File: src/rtl/oag_pkg.sv
package oag_pkg;
  typedef enum logic [3:0] {
    MD_REG       = 4'd0,
    MD_DIRECT    = 4'd1,
    MD_INDIRECT  = 4'd2,
    MD_IMM_LONG  = 4'd3,
    MD_SHORT_POS = 4'd4,
    MD_SHORT_NEG = 4'd5,
    MD_REL_IC    = 4'd6,
    MD_BASE      = 4'd7,
    MD_BASE_IDX  = 4'd8
  } modeT;

  typedef struct packed {
    logic loadResult;
    logic loadPtr;
    logic loadFetched;
  } strobeT;
endpackage

File: src/rtl/oag_ctrl.sv
module oag_ctrl
  import oag_pkg::*;
(
  input  logic       clk,
  input  logic       rstN,
  input  logic       start,
  input  logic [3:0] mode,
  input  logic       memAck,
  output strobeT     strb,
  output logic       memReq,
  output logic       valid
);
  typedef enum logic {ST_IDLE, ST_FETCH} stateT;
  stateT state;
  logic  isInd;

  assign isInd = (mode == MD_INDIRECT);

  always_comb begin
    strb.loadResult  = (state == ST_IDLE) && start && !isInd;
    strb.loadPtr     = (state == ST_IDLE) && start && isInd;
    strb.loadFetched = (state == ST_FETCH) && memAck;
  end

  always_ff @(posedge clk) begin
    if (!rstN) begin
      state <= ST_IDLE;
      valid <= 1'b0;
    end else begin
      valid <= 1'b0;
      case (state)
        ST_IDLE: begin
          if (start && isInd) state <= ST_FETCH;
          else if (start)     valid <= 1'b1;
        end
        ST_FETCH: begin
          if (memAck) begin
            state <= ST_IDLE;
            valid <= 1'b1;
          end
        end
        default: state <= ST_IDLE;
      endcase
    end
  end

  assign memReq = (state == ST_FETCH);

  p_req_hold_r4: assert property (@(posedge clk) disable iff (!rstN)
    (memReq && !memAck) |=> (memReq && !valid));
  p_ack_valid_r4: assert property (@(posedge clk) disable iff (!rstN)
    (memReq && memAck) |=> (valid && !memReq));
  p_one_cycle_r2: assert property (@(posedge clk) disable iff (!rstN)
    (!memReq && start && !isInd) |=> (valid && !memReq));
  p_ptr_issue_r4: assert property (@(posedge clk) disable iff (!rstN)
    (!memReq && start && isInd) |=> (memReq && !valid));
endmodule

File: src/rtl/oag_datapath.sv
module oag_datapath
  import oag_pkg::*;
#(
  parameter int WORD_W    = 16,
  parameter int REG_IDX_W = 4,
  parameter int DISP_W    = 8,
  parameter int IMM_W     = 4
)(
  input  logic                 clk,
  input  logic                 rstN,
  input  strobeT               strb,
  input  logic [3:0]           mode,
  input  logic [REG_IDX_W-1:0] rxSel,
  input  logic [DISP_W-1:0]    dispField,
  input  logic [WORD_W-1:0]    postWord,
  input  logic [WORD_W-1:0]    instrCount,
  input  logic [WORD_W-1:0]    rdDataA,
  input  logic [WORD_W-1:0]    rdDataB,
  input  logic                 memReq,
  input  logic                 memAck,
  input  logic [WORD_W-1:0]    memData,
  output logic [WORD_W-1:0]    memAddr,
  output logic [WORD_W-1:0]    result,
  output logic                 isAddr
);
  localparam int EXT_W = WORD_W - DISP_W;

  logic [WORD_W-1:0] indexTerm, dispZext, dispSext, immMag, postIdx, nextVal;
  logic              nextIsAddr;

  assign indexTerm = (rxSel != '0) ? rdDataA : '0;
  assign dispZext  = {{EXT_W{1'b0}}, dispField};
  assign dispSext  = {{EXT_W{dispField[DISP_W-1]}}, dispField};
  assign immMag    = {{(WORD_W-IMM_W){1'b0}}, dispField[IMM_W-1:0]} + WORD_W'(1);
  assign postIdx   = postWord + indexTerm;

  always_comb begin
    nextVal    = '0;
    nextIsAddr = 1'b0;
    case (mode)
      MD_REG:       nextVal = rdDataA;
      MD_DIRECT:    begin nextVal = postIdx; nextIsAddr = 1'b1; end
      MD_INDIRECT:  begin nextVal = postIdx; nextIsAddr = 1'b1; end
      MD_IMM_LONG:  nextVal = postIdx;
      MD_SHORT_POS: nextVal = immMag;
      MD_SHORT_NEG: nextVal = ~immMag + WORD_W'(1);
      MD_REL_IC:    begin nextVal = instrCount + dispSext; nextIsAddr = 1'b1; end
      MD_BASE:      begin nextVal = rdDataB + dispZext;    nextIsAddr = 1'b1; end
      MD_BASE_IDX:  begin nextVal = rdDataB + indexTerm;   nextIsAddr = 1'b1; end
      default:      begin nextVal = '0; nextIsAddr = 1'b0; end
    endcase
  end

  always_ff @(posedge clk) begin
    if (!rstN) begin
      result  <= '0;
      isAddr  <= 1'b0;
      memAddr <= '0;
    end else begin
      if (strb.loadResult) begin
        result <= nextVal;
        isAddr <= nextIsAddr;
      end
      if (strb.loadPtr) memAddr <= postIdx;
      if (strb.loadFetched) begin
        result <= memData;
        isAddr <= 1'b1;
      end
    end
  end

  p_ptr_stable_r4: assert property (@(posedge clk) disable iff (!rstN)
    (memReq && !memAck) |=> $stable(memAddr));
  p_fetch_capture_r4: assert property (@(posedge clk) disable iff (!rstN)
    (memReq && memAck) |=> (result == $past(memData) && isAddr));
  p_pending_hold_r11: assert property (@(posedge clk) disable iff (!rstN)
    (memReq && !memAck) |=> $stable(result));
endmodule

File: src/rtl/opnd_addr_gen.sv
module opnd_addr_gen
  import oag_pkg::*;
#(
  parameter int WORD_W     = 16,
  parameter int REG_IDX_W  = 4,
  parameter int BASE_SEL_W = 2,
  parameter int DISP_W     = 8,
  parameter int IMM_W      = 4
)(
  input  logic                  clk,
  input  logic                  rstN,
  input  logic                  start,
  input  logic [3:0]            mode,
  input  logic [REG_IDX_W-1:0]  rxSel,
  input  logic [BASE_SEL_W-1:0] baseSel,
  input  logic [DISP_W-1:0]     dispField,
  input  logic [WORD_W-1:0]     postWord,
  input  logic [WORD_W-1:0]     instrCount,
  output logic [REG_IDX_W-1:0]  rdAddrA,
  input  logic [WORD_W-1:0]     rdDataA,
  output logic [REG_IDX_W-1:0]  rdAddrB,
  input  logic [WORD_W-1:0]     rdDataB,
  output logic                  memReq,
  output logic [WORD_W-1:0]     memAddr,
  input  logic                  memAck,
  input  logic [WORD_W-1:0]     memData,
  output logic                  valid,
  output logic                  isAddr,
  output logic [WORD_W-1:0]     result
);
  localparam int BASE_PFX_W = REG_IDX_W - BASE_SEL_W;

  strobeT strb;

  assign rdAddrA = rxSel;
  assign rdAddrB = {{BASE_PFX_W{1'b1}}, baseSel};

  oag_ctrl u_ctrl (
    .clk(clk), .rstN(rstN), .start(start), .mode(mode), .memAck(memAck),
    .strb(strb), .memReq(memReq), .valid(valid)
  );

  oag_datapath #(
    .WORD_W(WORD_W), .REG_IDX_W(REG_IDX_W), .DISP_W(DISP_W), .IMM_W(IMM_W)
  ) u_dp (
    .clk(clk), .rstN(rstN), .strb(strb), .mode(mode), .rxSel(rxSel),
    .dispField(dispField), .postWord(postWord), .instrCount(instrCount),
    .rdDataA(rdDataA), .rdDataB(rdDataB), .memReq(memReq), .memAck(memAck),
    .memData(memData), .memAddr(memAddr), .result(result), .isAddr(isAddr)
  );
endmodule

File: config.mk
export PLATFORM = sky130hd
export DESIGN_NAME = opnd_addr_gen
export DESIGN_NICKNAME = d
export VERILOG_FILES = /design/src/rtl/oag_pkg.sv /design/src/rtl/oag_ctrl.sv /design/src/rtl/oag_datapath.sv /design/src/rtl/opnd_addr_gen.sv
export SDC_FILE = /design/constraint.sdc
export NUM_CORES = 1
export LEC_CHECK = 0
export BUFFER_PORTS_ARGS = -buffer_cell sky130_fd_sc_hd__buf_2
export CELL_PAD_IN_SITES_DETAIL_PLACEMENT = 0
export CELL_PAD_IN_SITES_GLOBAL_PLACEMENT = 1
export CORE_UTILIZATION = 41
export DETAILED_ROUTE_END_ITERATION = 7
export GPL_TIMING_DRIVEN = 0
export PLACE_DENSITY_LB_ADDON = 0.15
export SYNTH_ARGS = -nofsm -noshare
export SYNTH_HDL_FRONTEND = slang
export SYNTH_SLANG_ARGS = --single-unit
File: constraint.sdc
create_clock -name clk -period 8.26 [get_ports clk]
set_clock_uncertainty 0.1 [all_clocks]
set_input_delay 1.652 -clock clk [delete_from_list [all_inputs] [get_ports clk]]
set_output_delay 1.652 -clock clk [all_outputs]
set_load 0.03 [all_outputs]
==> metrics.txt <==
run status finished clean; total clock sinks 35; TritonCTS Buffers 5; Vert. Die Dim 108.3 µm; ys flop type dfxtp_1; DRT iter0 DRCs 286; number of synthesized flops with an enable pin 0; post-route core utilization 52.03%; hold buffers post-CTS 0; Distinct cells, synth 74; Synth async-reset ratio 0%; sequential cell area 700.7 µm²; Worst Hold Class reg -> reg; nets@finish 907; Setup Fix Bufs, Post-CTS 0; post-synth top area cell dfxtp_1; via count 5,083; warnings from Yosys 0; leakage 2.569 nW; Rows 38; pin count of the biggest net entering global routing 12; Top Ports 145; # DRC 0; Port Buffers 140; synthesized instance count 604; CP endpoint kind register; Hold Violations, Final 0; RSZ-0062 raised after global routing false; initial antenna violation count 0; RePlAce Congestion 0.9434; count of cells resized by post-cts repair 0; Period Utilization, post-route 63.52%; PwrDens 127.3 nW/µm²; Max Cap Violations 0; setup tns final 0 ns; relative slew slack 58.00%; vias per inst 5.692; Initial Util 42.39%; vias in the first global route 4,709; max-slew violations 0; layout cell share with drive strength beyond 1 27.09%; CORE AREA 10,940 µm²; crit start category input port; CP Cell Sequence buf_2 > or4_1 > clkbuf_1 > clkbuf_1 > and2_1 > mux2_2 > ha_1 > a21oi_2 > o211ai_2 > and3_1 > or4_1 > o211ai_2 > xnor2_1 > nand2_1 > a41oi_2; CTS tree done; global-route wire length before repair 24.34 mm; Detailed Routing Iterations Pass 1 5; post-synthesis sequential area ratio 15.11%; Root Buffer clkbuf_16; Clk pin slew, worst setup/hold paths 0.05 ns; crit path max fanout 10; WP data required 8.36 ns; Routed WL 15.92 mm; post-synthesis register bit count 35; post-route ant nets 0; Period minus WS final 5.247 ns; Setup violations, final 0; Inserted Diodes 0; VDD IR max 0.1138 mV; Syn Std Cell Area 4636 µm²; synthesis-to-layout area growth 22.73%; drt wl/cell 17.83 µm; area of the multi-input gates 3711 µm²; gr ovfl total 0; fmax 190.6 MHz; # fillers 1,147; clock insertion delay at the later pin of the skew report 0.28 ns; Slowest Stage Delay on Critical Path 0.52 ns; Data arrival, critical path 5.35 ns; slowest CP cell or4_1; DIE AREA 11,740 µm²; Worst-Margin Slew 0.6248 ns; Synth top area share 15.11%; hpwl dp 13.39 mm; crit path buf inv count 3; Syn Area/Cell 7.675 µm²; cell family with most CP delay simple AND/OR/NAND/NOR gates; Crit Path Category in -> reg; CTS max path bufs 2; All-Layer GR Usage 27.12%; Die Wd 108.3 µm; H-tree depth 2; dominant cells by area after synthesis dfxtp_1 15%, ha_1 13%, a21oi_1 7.6%
-- final timing paths --
check / startpoint / endpoint / slack (ns) / cells after the start
min: u_dp.memAddr[4]$_SDFFE_PN0P_ / u_dp.memAddr[4]$_SDFFE_PN0P_ / 0.35 / 2
min reg2reg: u_dp.memAddr[4]$_SDFFE_PN0P_ / u_dp.memAddr[4]$_SDFFE_PN0P_ / 0.35 / 2
max: rxSel[1] / u_dp.result[15]$_SDFFE_PN0P_ / 3.01 / 15
max reg2reg: u_ctrl.memReq$_SDFF_PN0_ / u_dp.result[15]$_SDFFE_PN0P_ / 6.35 / 7
-- placed cells by master, fill, tap and decap left out, drive strengths merged, types with 8 or more instances in the layout --
master and n:
a211oi 11, a21o 10, a21oi 75, a221oi 9, and2 24, and3 15, buf 159, clkbuf 25
dfxtp 35, ha 50, inv 11, mux2 8, nand2 56, nand2b 11, nand3 16, nor2 41
nor2b 8, nor3 9, o21ai 30, o22ai 15, xnor2 28, xor2 16
-- logic make-up after synthesis --
logic type / Yosys count / synth area share [%]
xor gates and xnor gates: 44 / 8.313
other: 1 / 0.08089
adders and majority gates: 53 / 14.79
and+or+nand+nor: 206 / 22.92
buffers and inverters: 49 / 4.912
muxes: 12 / 2.888
AOI/OAI and AO/OA: 204 / 30.99
DFF: 35 / 15.11
-- report_power, final --
group / total, W / leakage (nW) / internal, W / switching [W]
combinational: 0.000327 / 2.20 / 0.000130 / 0.000197
clock: 0.000220 / 0.0868 / 0.000150 / 0.0000698
sequential: 0.000177 / 0.284 / 0.000175 / 0.00000252
-- layout make-up --
type | count | area share [%]
flip-flops and latches | 35 | 12.32
plain buffers | 38 | 3.277
inverters | 11 | 0.7258
clock inverters | 2 | 0.6158
clock buffers | 6 | 2.441
repair buffers | 140 | 12.32
multi-input cells | 521 | 65.23
well taps | 140 | 3.079
-- synthesized netlist by cell type (4+ instances only) --
master     n
nand4_1    4
clkbuf_1  19
and3_1    15
mux2_2     7
nor3_1     9
o22ai_1   14
a221o_1    4
xor2_1    16
a21o_1    10
or3_1      5
nand3_1   15
o211ai_1   4
o21bai_1   5
buf_4      9
nand2b_1  11
a31oi_1    5
buf_2      8
o21ai_1    7
xnor2_1   28
a221oi_1   8
nand3b_1   5
a22oi_1    4
mux2i_1    4
inv_1     11
and2_1    24
o21a_1     6
nor2b_1    7
a21oi_2    5
nor2_1    40
dfxtp_1   35
a211oi_2   6
nand2_1   56
a211oi_1   5
o21ai_0   21
a21oi_1   70
ha_1      50
-- through the flow --
step | worst slack [ns] | total power, W | instances | hold slack, ns | instance area [µm²]
2_1_floorplan | 3.455 | 0.0003981 | 605 | 0.4799 | 4639
3_3_place_gp | 2.778 | 0.0004991 | 885 | 0.3416 | 5515
3_5_place_dp | 2.773 | 0.0005028 | 885 | 0.3508 | 5515
4_1_cts | 3.040 | 0.0007211 | 893 | 0.3570 | 5689
5_1_grt | 2.848 | 0.0007605 | 893 | 0.3733 | 5689
6_report | 3.013 | 0.0007241 | 893 | 0.3535 | 5689
-- state kept, by name (all words and copies together) (netlist names) --
register and flops:
u_ctrl.memReq 1, u_ctrl.valid 1, u_dp.isAddr 1, u_dp.memAddr 16, u_dp.result 16
-- worst reg2reg max path, stage by stage (launching register included) --
cell and delay [ns]:
dfxtp_1 0.33, nor2b_1 0.22, nand2_1 0.10, buf_2 0.20
nand3_1 0.10, a21oi_1 0.10, a2111oi_0 0.45, a41oi_2 0.16
-- layer usage --
metal / track usage (%) / up-vias / part of all wire [%]
li1: - / 2520 / -
met1: 36.14 / 2334 / 46
met2: 46.04 / 196 / 45
met3: 1.447 / 33 / 5.5
met4: 10.04 / 0 / 3.1
met5: 0 / - / 0
Note: power is estimated with default switching activity, not from simulation.
